## src/rtl/llsc_monitor.sv

```systemverilog
module llsc_monitor #(
  parameter int ADDR_W   = 32,
  parameter int LINE_OFF = 6,
  parameter int CTX_W    = 2,
  parameter int ENTRIES  = 4
) (
  input  logic              clk,
  input  logic              rst_n,
  input  logic              op_valid,
  input  logic [1:0]        op_kind,
  input  logic [ADDR_W-1:0] op_addr,
  input  logic [CTX_W-1:0]  op_ctx,
  input  logic              op_line_present,
  input  logic              inv_valid,
  input  logic [ADDR_W-1:0] inv_addr,
  output logic              resp_valid,
  output logic              resp_status,
  output logic              resp_wr_en
);
  localparam int TAG_W = ADDR_W - LINE_OFF;
  localparam int IDX_W = (ENTRIES > 1) ? $clog2(ENTRIES) : 1;

  logic [ENTRIES-1:0] ent_v;
  logic [TAG_W-1:0]   ent_tag [ENTRIES];
  logic [CTX_W-1:0]   ent_ctx [ENTRIES];
  logic [ENTRIES-1:0] older   [ENTRIES];

  logic [TAG_W-1:0] op_tag, inv_tag;
  assign op_tag  = op_addr[ADDR_W-1:LINE_OFF];
  assign inv_tag = inv_addr[ADDR_W-1:LINE_OFF];
  logic unused_offset_bits;
  assign unused_offset_bits = ^{op_addr[LINE_OFF-1:0], inv_addr[LINE_OFF-1:0]};

  logic is_ll, is_sc, is_wr, act;
  assign is_ll = op_kind == 2'b01;
  assign is_sc = op_kind == 2'b10;
  assign is_wr = op_kind == 2'b11;
  assign act   = op_valid && op_line_present;

  logic [ENTRIES-1:0] inv_hit, live, own_hit, clr, is_oldest;
  for (genvar i = 0; i < ENTRIES; i++) begin : g_match
    assign inv_hit[i] = inv_valid && ent_v[i] && (ent_tag[i] == inv_tag);
    assign live[i]    = ent_v[i] && !inv_hit[i];
    assign own_hit[i] = live[i] && (ent_tag[i] == op_tag) && (ent_ctx[i] == op_ctx);
    assign clr[i]     = act && (is_sc || is_wr) && own_hit[i];
  end

  always_comb begin
    for (int i = 0; i < ENTRIES; i++) begin
      is_oldest[i] = live[i];
      for (int j = 0; j < ENTRIES; j++)
        if (j != i && live[j] && older[j][i]) is_oldest[i] = 1'b0;
    end
  end

  logic [IDX_W-1:0] own_idx, free_idx, old_idx, slot;
  logic any_own, any_free;
  always_comb begin
    own_idx = '0; free_idx = '0; old_idx = '0;
    any_own = 1'b0; any_free = 1'b0;
    for (int i = ENTRIES - 1; i >= 0; i--) begin
      if (own_hit[i])   begin own_idx  = IDX_W'(i); any_own  = 1'b1; end
      if (!live[i])     begin free_idx = IDX_W'(i); any_free = 1'b1; end
      if (is_oldest[i]) old_idx = IDX_W'(i);
    end
    slot = any_own ? own_idx : (any_free ? free_idx : old_idx);
  end

  logic alloc, sc_ok;
  assign alloc = act && is_ll;
  assign sc_ok = !op_line_present || any_own;

  always_ff @(posedge clk) begin
    if (!rst_n) begin
      ent_v <= '0;
      for (int i = 0; i < ENTRIES; i++) begin
        ent_tag[i] <= '0;
        ent_ctx[i] <= '0;
        older[i]   <= '0;
      end
    end else begin
      ent_v <= live & ~clr;
      if (alloc) begin
        ent_v[slot]   <= 1'b1;
        ent_tag[slot] <= op_tag;
        ent_ctx[slot] <= op_ctx;
        for (int j = 0; j < ENTRIES; j++) begin
          older[j][slot] <= (IDX_W'(j) != slot);
          older[slot][j] <= 1'b0;
        end
      end
    end
  end

  always_ff @(posedge clk) begin
    if (!rst_n) begin
      resp_valid  <= 1'b0;
      resp_status <= 1'b0;
      resp_wr_en  <= 1'b0;
    end else begin
      resp_valid  <= op_valid;
      resp_status <= op_valid && (is_sc ? sc_ok : 1'b1);
      resp_wr_en  <= op_valid && (is_wr || (is_sc && sc_ok));
    end
  end
endmodule

```

## config.mk

```make
export PLATFORM = sky130hd
export DESIGN_NAME = llsc_monitor
export DESIGN_NICKNAME = d
export VERILOG_FILES = /design/src/rtl/llsc_monitor.sv
export SDC_FILE = /design/constraint.sdc
export NUM_CORES = 1
export LEC_CHECK = 0
export CORE_ASPECT_RATIO = 1.4
export CORE_MARGIN = 2
export CORE_UTILIZATION = 45
export CTS_BUF_LIST = sky130_fd_sc_hd__clkbuf_2 sky130_fd_sc_hd__clkbuf_4 sky130_fd_sc_hd__clkbuf_8
export CTS_CLUSTER_DIAMETER = 100
export DETAILED_ROUTE_END_ITERATION = 10
export GPL_ROUTABILITY_DRIVEN = 0
export PLACE_DENSITY = 0.61
export SLEW_MARGIN = 20
export SYNTH_ARGS = -nofsm -noshare
export SYNTH_HDL_FRONTEND = slang
export SYNTH_SLANG_ARGS = --single-unit
export TNS_END_PERCENT = 1
```

## constraint.sdc

```tcl
create_clock -name clk -period 11 [get_ports clk]
set_clock_uncertainty 0.2 [all_clocks]
set_input_delay 1.65 -clock clk [delete_from_list [all_inputs] [get_ports clk]]
set_output_delay 1.65 -clock clk [all_outputs]
set_load 0.1 [all_outputs]
```

==> flow_summary.ini <==
[die]
fp-row-count = 57
io_pins = 76
start_util = 0.4602
die_area_sq_mm = 0.01882
die_h_um = 161.5
core_area_sq_mm = 0.01733
die_x_um = 116.5

[synthesis]
ys_ff_latch = 131
syn_inst = 711
syn_nets = 784
synthTopCellsByArea = edfxtp_1 42%, xnor2_1 15%, xor2_1 8.3%
synth_edf_count = 112
postSynth.asyncResetShare = 0
synth_top_area_share = 0.4217
yosysWarningCount = 0
yosysSeqAreaShare = 0.4694
synth_cell_type_count = 55
synth_area_sq_mm = 0.007975
syn_area_per_cell_sq_um = 11.22
yosys.area.top_type = edfxtp_1
synthFlopType = edfxtp_1

[power]
p_per_area_mw_per_mm2 = 126.8
ir_drop_mv = 0.05291
total_leakage_power_nw = 3.055
power.total_mw = 1.133

[clock_network]
cts_resized = 0
cts-buffers-inserted = 17
clock_latency_ns = 0.45
clock-root-buffer = clkbuf_8
hold_buffers = 0
htreeDepth = 4
clk_transition_reported_paths_ns = 0.07
post_cts_buffers = 0
clock_sinks = 131
cts_tree = yes
clk_path_buf_depth = 2

[sta]
final.period_utilization = 0.5511
rsz0062_at_grt = false
setup_viol = 0
fmax_mhz = 165.0
whs_ns = 0.2647
maxSlewViolCount = 0
timing.slew.headroom = 0.3285
period_needed_ns = 6.062
hold_viol = 0
worst_slew_pin_slew_ns = 0.9981
finalSetupTns_ns = 0

[min_path]
hold_class = register to register

[route]
drtAntennaViolNets = 0
finalWirelength_mm = 23.93
routed-via-count = 5407
dr.first_iter.drc_count = 426
firstDrtPassIters = 5
wl_per_cell_um = 24.49
drc = 0
vias_per_cell = 5.534

[worst_setup_path]
cp-start-kind = primary input
path_class = primary input to register
critPathCaptureType = register
crit_arrival_ns = 5.96
required_ns = 10.90
cp_max_fo = 35

[status]
outcome = finished clean

[finish]
synthToLayoutAreaGrowth_pct = 12.08
fin_util = 0.5158
drive_gt1_frac = 0.08367
nNetsFinal = 801
n_antenna_cell = 0
final_cell_mix = 140 x xnor2_1, 112 x edfxtp_1, 87 x and2_1
layout_commonest_cell = xnor2_1
fin_cells = 977

[global_routing]
grt-ovfl-total = 0
grt_pass1_wl_mm = 35.49
grt_pass1_vias = 5557
antenna_found_initial = 0
grt_max_degree = 49
grt_use_total = 0.2666

[place]
port_buffers = 63
hpwl_mm = 17.51
place_inst = 945

[run]
cap_violations = 0
==> layer usage <==
metal / vias up / global-route usage / routed length, um / share of wire
met5: - / 0 / 0 / 0
met2: 223 / 0.4405 / 11820 / 0.49
met4: 0 / 0.1282 / 1160 / 0.048
met1: 2636 / 0.3394 / 9631 / 0.40
li1: 2498 / - / - / -
met3: 50 / 0.03902 / 1310 / 0.055
==> cells by family (layout without fill, tap and decap cells) <==
logic type             count (synthesis)  count (layout)  share of synthesized area
buffers and inverters                 78             108                    0.05099
XOR/XNOR                             216             216                     0.2372
flip-flops                           131             131                     0.4694
AO/OA/AOI/OAI                         51              51                    0.05554
AND/OR/NAND/NOR                      235             235                     0.1869
==> final timing paths <==
check / slack, ns / to / from / cells after the start
min: 0.26 / older[2][1] / older[2][1] / 2
max reg2reg: 6.42 / ent_tag[0][24] / ent_tag[2][7] / 10
max: 4.94 / ent_tag[0][24] / op_addr[20] / 11
min reg2reg: 0.26 / older[2][1] / older[2][1] / 2
==> critical path, stage by stage <==
cell and delay (ns):
clkdlybuf4s50_1 0.72, xor2_1 0.24, nor4_1 0.55, nand4_1 0.23, nor4_1 0.80, a22oi_1 0.22
a21boi_2 0.26, o21ai_4 0.12, and3_4 0.53, nand2b_1 0.16, buf_4 0.42
==> synth_stat cells (all sizes together), types with 2 or more instances <==
library cell    n
a31o            5
a21bo           2
inv             5
o21bai          4
nand2b          2
and2           87
a2bb2oi         2
a21boi          4
o21ai           3
nor3b           4
a21oi          13
xor2           76
and3           30
clkbuf         24
a21o            2
nand3           7
buf            49
a2111oi         4
nor4           27
nand2          22
a211oi          3
nor3            6
dfxtp          19
and4b           2
xnor2         140
a2111o          3
edfxtp        112
nand4          43
==> through the flow <==
step / setup WS, ns / area [sq um]
after floorplan: 4.807 / 7975
after detailed placement: 4.549 / 8577
after global placement: 4.666 / 8577
after CTS: 5.029 / 8939
final: 4.938 / 8939
after global routing: 4.805 / 8939
==> registers in the layout, indices dropped and copies added, names as in the netlist <==
register and count:
resp_wr_en 1, ent_tag 104, ent_ctx 8, ent_v 4, resp_status 1, resp_valid 1, older 12
==> power breakdown <==
part	total, mW	internal, mW	switching (mW)
sequential	0.574	0.558	0.0165
clock	0.389	0.198	0.191
combinational	0.170	0.0682	0.102
==> final cells by class <==
type	instances	area, sq um
Clock inverter	14	120.1
Tap cell	236	295.3
Sequential cell	131	3744
Clock buffer	18	241.5
Timing Repair Buffer	71	690.7
Multi-Input combinational cell	502	3829
Fill cell	1580	8392
Inverter	5	18.77
Power figures use the tool's default switching activity.
